## src/rtl/pwr_mode_pkg.sv

```systemverilog
package pwr_mode_pkg;
  typedef enum logic [2:0] {
    PM_HWSTBY = 3'd0,
    PM_RESET  = 3'd1,
    PM_ACTIVE = 3'd2,
    PM_SUBACT = 3'd3,
    PM_SUBSLP = 3'd4
  } pm_mode_e;

  localparam int CAUSE_W = 4;
  localparam logic [CAUSE_W-1:0] CZ_NONE     = 4'd0;
  localparam logic [CAUSE_W-1:0] CZ_RESET    = 4'd1;
  localparam logic [CAUSE_W-1:0] CZ_NMI      = 4'd2;
  localparam logic [CAUSE_W-1:0] CZ_IRQ_BASE = 4'd4;
  localparam logic [CAUSE_W-1:0] CZ_PERIPH   = 4'd12;
endpackage

```

## src/rtl/pwr_wake_arb.sv

```systemverilog
module pwr_wake_arb
  import pwr_mode_pkg::*;
#(
  parameter int NIRQ = 8,
  parameter int NPI  = 4
) (
  input  logic               nmi,
  input  logic [NIRQ-1:0]    irq_req,
  input  logic [NIRQ-1:0]    irq_en,
  input  logic [NPI-1:0]     pirq_req,
  input  logic [NPI-1:0]     pirq_en,
  input  logic               cpu_mask,
  output logic               wake_vld,
  output logic [CAUSE_W-1:0] wake_cause
);
  logic [NIRQ-1:0] irq_live;
  logic            pirq_live;

  assign irq_live  = irq_req & irq_en;
  assign pirq_live = (|(pirq_req & pirq_en)) & ~cpu_mask;

  // Later assignments win: lowest priority is written first.
  always_comb begin
    wake_vld   = 1'b0;
    wake_cause = CZ_NONE;
    if (pirq_live) begin
      wake_vld   = 1'b1;
      wake_cause = CZ_PERIPH;
    end
    for (int k = NIRQ - 1; k >= 0; k--) begin
      if (irq_live[k]) begin
        wake_vld   = 1'b1;
        wake_cause = CZ_IRQ_BASE + CAUSE_W'(k);
      end
    end
    if (nmi) begin
      wake_vld   = 1'b1;
      wake_cause = CZ_NMI;
    end
  end
endmodule

```

## src/rtl/pwr_stab_cnt.sv

```systemverilog
module pwr_stab_cnt #(
  parameter int CNT_W = 8
) (
  input  logic             clk,
  input  logic             rst,
  input  logic             load,
  input  logic             run,
  input  logic [CNT_W-1:0] load_val,
  output logic             done
);
  logic [CNT_W-1:0] cnt_q;

  always_ff @(posedge clk) begin
    if (rst || load) begin
      cnt_q <= load_val;
    end else if (run && cnt_q != '0) begin
      cnt_q <= cnt_q - 1'b1;
    end
  end

  assign done = (cnt_q == '0);

  assert_no_underflow_R3: assert property (@(posedge clk) disable iff (rst)
    (run && !load && $past(cnt_q) == '0 && !$past(load)) |-> cnt_q == '0);
endmodule

```

## src/rtl/pwr_clk_gate.sv

```systemverilog
module pwr_clk_gate
  import pwr_mode_pkg::*;
#(
  parameter int              NPER      = 8,
  parameter logic [NPER-1:0] KEEP_MASK = 8'h0F
) (
  input  logic            clk,
  input  logic            rst,
  input  pm_mode_e        mode_nxt,
  output logic            cpu_en,
  output logic [NPER-1:0] per_en
);
  always_ff @(posedge clk) begin
    if (rst) begin
      cpu_en <= 1'b1;
      per_en <= '1;
    end else begin
      case (mode_nxt)
        PM_HWSTBY: begin
          cpu_en <= 1'b0;
          per_en <= '0;
        end
        PM_SUBSLP: begin
          cpu_en <= 1'b0;
          per_en <= KEEP_MASK;
        end
        default: begin
          cpu_en <= 1'b1;
          per_en <= '1;
        end
      endcase
    end
  end
endmodule

```

## src/rtl/pwr_mode_ctrl.sv

```systemverilog
module pwr_mode_ctrl
  import pwr_mode_pkg::*;
#(
  parameter int              NIRQ      = 8,
  parameter int              NPI       = 4,
  parameter int              NPER      = 8,
  parameter logic [NPER-1:0] KEEP_MASK = 8'h0F,
  parameter int              CNT_W     = 8
) (
  input  logic               clk,
  input  logic               rst,
  input  logic               sleep_stb,
  input  logic               cfg_ssby,
  input  logic               cfg_lson,
  input  logic               cfg_pss,
  input  logic [NIRQ-1:0]    irq_req,
  input  logic [NIRQ-1:0]    irq_en,
  input  logic               nmi,
  input  logic [NPI-1:0]     pirq_req,
  input  logic [NPI-1:0]     pirq_en,
  input  logic               cpu_mask,
  input  logic               res_n,
  input  logic               stby_n,
  input  logic [CNT_W-1:0]   stab_cycles,
  output logic               cpu_clk_en,
  output logic [NPER-1:0]    per_clk_en,
  output logic               exc_start,
  output logic [CAUSE_W-1:0] exc_cause,
  output logic [2:0]         mode
);
  pm_mode_e           mode_q, mode_nxt;
  logic               stab_load, stab_done;
  logic               wake_vld;
  logic [CAUSE_W-1:0] wake_cause;
  logic               pulse_nxt;
  logic [CAUSE_W-1:0] cause_nxt;
  logic               sub_ok, back_ok;

  assign sub_ok  = sleep_stb && !cfg_ssby && cfg_lson && cfg_pss;
  assign back_ok = sleep_stb && !cfg_ssby && !cfg_lson;

  pwr_wake_arb #(.NIRQ(NIRQ), .NPI(NPI)) u_arb (
    .nmi       (nmi),
    .irq_req   (irq_req),
    .irq_en    (irq_en),
    .pirq_req  (pirq_req),
    .pirq_en   (pirq_en),
    .cpu_mask  (cpu_mask),
    .wake_vld  (wake_vld),
    .wake_cause(wake_cause)
  );

  pwr_stab_cnt #(.CNT_W(CNT_W)) u_stab (
    .clk     (clk),
    .rst     (rst),
    .load    (stab_load),
    .run     (mode_q == PM_RESET),
    .load_val(stab_cycles),
    .done    (stab_done)
  );

  pwr_clk_gate #(.NPER(NPER), .KEEP_MASK(KEEP_MASK)) u_gate (
    .clk     (clk),
    .rst     (rst),
    .mode_nxt(mode_nxt),
    .cpu_en  (cpu_clk_en),
    .per_en  (per_clk_en)
  );

  // Pin overrides first, then per-mode sequencing.
  always_comb begin
    mode_nxt  = mode_q;
    stab_load = 1'b0;
    pulse_nxt = 1'b0;
    cause_nxt = exc_cause;
    if (!stby_n) begin
      mode_nxt = PM_HWSTBY;
    end else if (!res_n) begin
      mode_nxt  = PM_RESET;
      stab_load = (mode_q != PM_RESET);
    end else begin
      case (mode_q)
        PM_RESET: if (stab_done) begin
          mode_nxt  = PM_ACTIVE;
          pulse_nxt = 1'b1;
          cause_nxt = CZ_RESET;
        end
        PM_ACTIVE: if (sub_ok) mode_nxt = PM_SUBACT;
        PM_SUBACT: begin
          if (sub_ok)       mode_nxt = PM_SUBSLP;
          else if (back_ok) mode_nxt = PM_ACTIVE;
        end
        PM_SUBSLP: if (wake_vld) begin
          mode_nxt  = PM_SUBACT;
          pulse_nxt = 1'b1;
          cause_nxt = wake_cause;
        end
        default: mode_nxt = mode_q;
      endcase
    end
  end

  always_ff @(posedge clk) begin
    if (rst) begin
      mode_q    <= PM_RESET;
      exc_start <= 1'b0;
      exc_cause <= CZ_NONE;
    end else begin
      mode_q    <= mode_nxt;
      exc_start <= pulse_nxt;
      exc_cause <= cause_nxt;
    end
  end

  assign mode = mode_q;

  assert_sleep_from_subact_R6: assert property (@(posedge clk) disable iff (rst)
    (mode_q == PM_SUBSLP && $past(mode_q) != PM_SUBSLP) |-> $past(mode_q) == PM_SUBACT);

  assert_stby_forces_R4: assert property (@(posedge clk) disable iff (rst)
    !stby_n |=> mode_q == PM_HWSTBY);

  assert_hwstby_exit_R4: assert property (@(posedge clk) disable iff (rst)
    ($past(mode_q) == PM_HWSTBY && mode_q != PM_HWSTBY) |-> mode_q == PM_RESET);

  assert_reset_wait_R3: assert property (@(posedge clk) disable iff (rst)
    ($past(mode_q) == PM_RESET && mode_q == PM_ACTIVE) |->
      ($past(stab_done) && exc_start && exc_cause == CZ_RESET));

  assert_pulse_one_R12: assert property (@(posedge clk) disable iff (rst)
    exc_start |=> !exc_start);

  assert_sleep_gates_R7: assert property (@(posedge clk) disable iff (rst)
    mode_q == PM_SUBSLP |-> (!cpu_clk_en && per_clk_en == KEEP_MASK));

  assert_frozen_cause_R12: assert property (@(posedge clk) disable iff (rst)
    (mode_q == PM_SUBSLP && $past(mode_q) == PM_SUBSLP) |-> $stable(exc_cause));

  assert_wake_to_subact_R8: assert property (@(posedge clk) disable iff (rst)
    (exc_start && exc_cause != CZ_RESET) |-> (mode_q == PM_SUBACT && $past(mode_q) == PM_SUBSLP));
endmodule

```

## config.mk

```make
export PLATFORM = sky130hd
export DESIGN_NAME = pwr_mode_ctrl
export DESIGN_NICKNAME = d
export VERILOG_FILES = /design/src/rtl/pwr_mode_pkg.sv /design/src/rtl/pwr_wake_arb.sv /design/src/rtl/pwr_stab_cnt.sv /design/src/rtl/pwr_clk_gate.sv /design/src/rtl/pwr_mode_ctrl.sv
export SDC_FILE = /design/constraint.sdc
export NUM_CORES = 1
export LEC_CHECK = 0
export BUFFER_PORTS_ARGS = -buffer_cell sky130_fd_sc_hd__buf_4
export CAP_MARGIN = 20
export CORE_MARGIN = 2
export CORE_UTILIZATION = 40
export DETAILED_ROUTE_END_ITERATION = 12
export PLACE_DENSITY_LB_ADDON = 0.08
export SLEW_MARGIN = 20
export SYNTH_ARGS = -nofsm -noshare
export SYNTH_HDL_FRONTEND = slang
export SYNTH_SLANG_ARGS = --single-unit
```

## constraint.sdc

```tcl
create_clock -name clk -period 1.7 [get_ports clk]
set_input_delay 0.255 -clock clk [delete_from_list [all_inputs] [get_ports clk]]
set_output_delay 0.255 -clock clk [all_outputs]
set_load 0.01 [all_outputs]
```

==> results.json <==
{
  "finClkSkew_ns": 0.0108,
  "slowest_delay_ns": 0.43,
  "ys_ff_latch": 18,
  "status": "complete, no violations",
  "maxCapViolCount": 0,
  "worst_pin_slew_ns": 0.368,
  "diodes": 0,
  "use_met3_pct": 4.37,
  "crit_chain": "inv_2, ha_4, nor3b_2, buf_4, nand3_4, a21oi_4, mux2i_1, nor2_1",
  "grt_pass1_vias": 1084,
  "maxSlewHeadroom_pct": 75.4,
  "synthCells": 137,
  "ys_seq_area_share_pct": 35.7,
  "layout_common_cells": "71 x buf_4, 18 x nor2_1, 14 x nand2_1, 11 x a21oi_1, 10 x dfxtp_1",
  "initial_core_util_pct": 41.0,
  "grt_usage_pct": 16.7,
  "grt_max_degree": 13,
  "grt_overflow": 0,
  "setup_viol": 0,
  "hold_class": "primary input to register",
  "design_area_um2": 1790,
  "placed_cell_area_um2": 1700,
  "start_kind": "register",
  "fin_crit_sh_pct": 96.6,
  "arrival_ns": 1.83,
  "cts_buffers": 3,
  "ctsHoldBuffers": 0,
  "ys_types": 42,
  "path_clk_slew_ns": 0.10,
  "htreeDepth": 1,
  "final_nets": 248,
  "vias": 1216,
  "cp_top_family": "flip-flops",
  "hpwl_um": 2390,
  "antenna_found_initial": 0,
  "crit_required_ns": 1.89,
  "clock_latency_ns": 0.30,
  "core_area_um2": 3000,
  "endpoint_kind": "register",
  "cp_slowest_cell": "edfxtp_1",
  "synth-main-ff-cell": "dfxtp_1",
  "drt-pass1-iter-count": 4,
  "syn_avg_cell_area_um2": 9.00,
  "fp.dieH_um": 59.5,
  "power_leakage_nw": 0.740,
  "path_buf_inv": 2,
  "gp_congestion": 0.822,
  "pre_cts_ws_ns": -0.0231,
  "synthesis.nets": 181,
  "async_flop_share_pct": 0,
  "fin_crit_ns": 1.64,
  "slew_viol_final": 0,
  "busiest_layer": "met2",
  "areaGrowthSynthToFinish_pct": 45.2,
  "yosysTopAreaCell": "edfxtp_1",
  "max-clock-path-buffers": 2,
  "setup_ws_ns": 0.0586,
  "drt_iter0_drc": 20,
  "drc": 0,
  "synth_top_area_share_pct": 19.5,
  "tritoncts": "built",
  "io_pins": 59,
  "synth_edf_count": 8,
  "met2_usage_pct": 30.9,
  "netlist_area_um2": 1230,
  "fmax_mhz": 609,
  "grt_first_pass_wirelength_um": 4560,
  "finalHoldViolCount": 0,
  "rsz0062_at_grt": "true",
  "dieWidth_um": 59.5,
  "global_route.usage.met1_pct": 19.4,
  "wl_per_cell_um": 12.4,
  "dieArea_um2": 3540,
  "yosys_warnings": 0,
  "cp_max_fo": 5,
  "vias_per_cell": 5.15,
  "mostFrequentLayoutCell": "buf_4",
  "rows": 20,
  "drt-total-wl_um": 2930,
  "peakVddDrop_v": 0.000365,
  "port_buffers": 58,
  "ant_nets": 0,
  "power.density_nw_per_um2": 626,
  "cts.sink_count": 18,
  "path_class": "register to register",
  "ys_top_cells_by_area": "edfxtp_1 19%, dfxtp_1 16%, nor2_1 5.5%",
  "drive_gt1_share_pct": 46.3,
  "clockRootBuffer": "clkbuf_4"
}
-- final cells by class --
class | instances | area [um2]
Fill cell | 268 | 1210
Inverter | 5 | 18.8
Tap cell | 33 | 41.3
Sequential cell | 18 | 440
Multi-Input combinational cell | 105 | 729
Clock inverter | 1 | 3.75
Timing Repair Buffer | 71 | 533
Clock buffer | 3 | 22.5
-- stage by stage --
stage / hold slack, ns / instances / utilization (%) / setup TNS [ns] / power, mW
after floorplan: 0.377 / 137 / - / 0 / 0.720
after global placement: 0.483 / 226 / 56.6 / 0 / 0.859
after detailed placement: 0.488 / 226 / 56.6 / -0.0346 / 0.869
after CTS: 0.185 / 232 / 58.2 / 0 / 1.10
after global routing: 0.205 / 236 / 59.6 / -0.100 / 1.19
final: 0.187 / 236 / 59.6 / 0 / 1.12
-- flip-flops by register name, indices dropped and copies added (netlist names) --
| register | cells |
|---|---|
| u_gate.per_en | 2 |
| mode | 3 |
| u_stab.cnt_q | 8 |
| exc_cause | 4 |
| exc_start | 1 |
-- where the power goes --
| group | internal [mW] | switching (mW) | leakage (nW) | total (mW) |
|---|---|---|---|---|
| registers | 0.498 | 0.0410 | 0.163 | 0.539 |
| logic | 0.203 | 0.160 | 0.562 | 0.363 |
| clock network | 0.0857 | 0.132 | 0.0154 | 0.217 |
-- synth_stat cells, types with 2 or more instances --
library cell	count
ha_1	2
buf_4	8
nand2_1	15
mux2i_1	3
o21ai_0	3
xor2_1	3
xnor2_1	3
a31oi_1	3
nor2b_1	3
nor2_1	18
a22oi_2	2
a21oi_1	11
nor3b_1	2
edfxtp_1	8
dfxtp_1	10
a22oi_1	6
inv_1	5
nor2_2	3
nor3_1	4
nand2b_1	3
-- final timing paths --
kind	slack [ns]	cells past startpoint	to	startpoint
min	0.19	3	mode[0]$_SDFF_PP1_	stby_n
min reg2reg	0.52	2	exc_cause[1]$_SDFFE_PP0P_	exc_cause[1]$_SDFFE_PP0P_
max reg2reg	0.06	8	exc_cause[1]$_SDFFE_PP0P_	u_stab.cnt_q[0]$_DFFE_PP_
max	0.06	8	exc_cause[1]$_SDFFE_PP0P_	u_stab.cnt_q[0]$_DFFE_PP_
-- routing by layer --
metal	vias up	part of all wire (%)	wire length, um
li1	620	-	-
met1	556	42	1230
met2	38	52	1510
met3	2	5.7	166
met4	0	0.48	14
met5	-	0	0
-- tightest hold or removal path, stage by stage --
cell	delay (ns)
buf_4	0.10
o21ai_2	0.07
inv_1	0.05
-- repair_timing --
| item | in CTS | in global routing |
|---|---|---|
| buffers inserted | 2 | 4 |
| setup endpoints to repair | 4 | 7 |
| pin swaps | 1 | 2 |
| gates resized for setup | 2 | 3 |
-- kinds of logic (layout without fill, tap and decap cells) --
group / count (synthesis) / after routing / share of synthesized area, %
xor+xnor: 6 / 6 / 4.26
fa+ha+maj: 2 / 2 / 2.03
simple gates: 58 / 58 / 25.4
compound gates: 35 / 35 / 22.5
buf+inv: 14 / 80 / 6.70
mux: 4 / 4 / 3.35
flops: 18 / 18 / 35.7
Note: power is estimated with default switching activity, not from simulation.
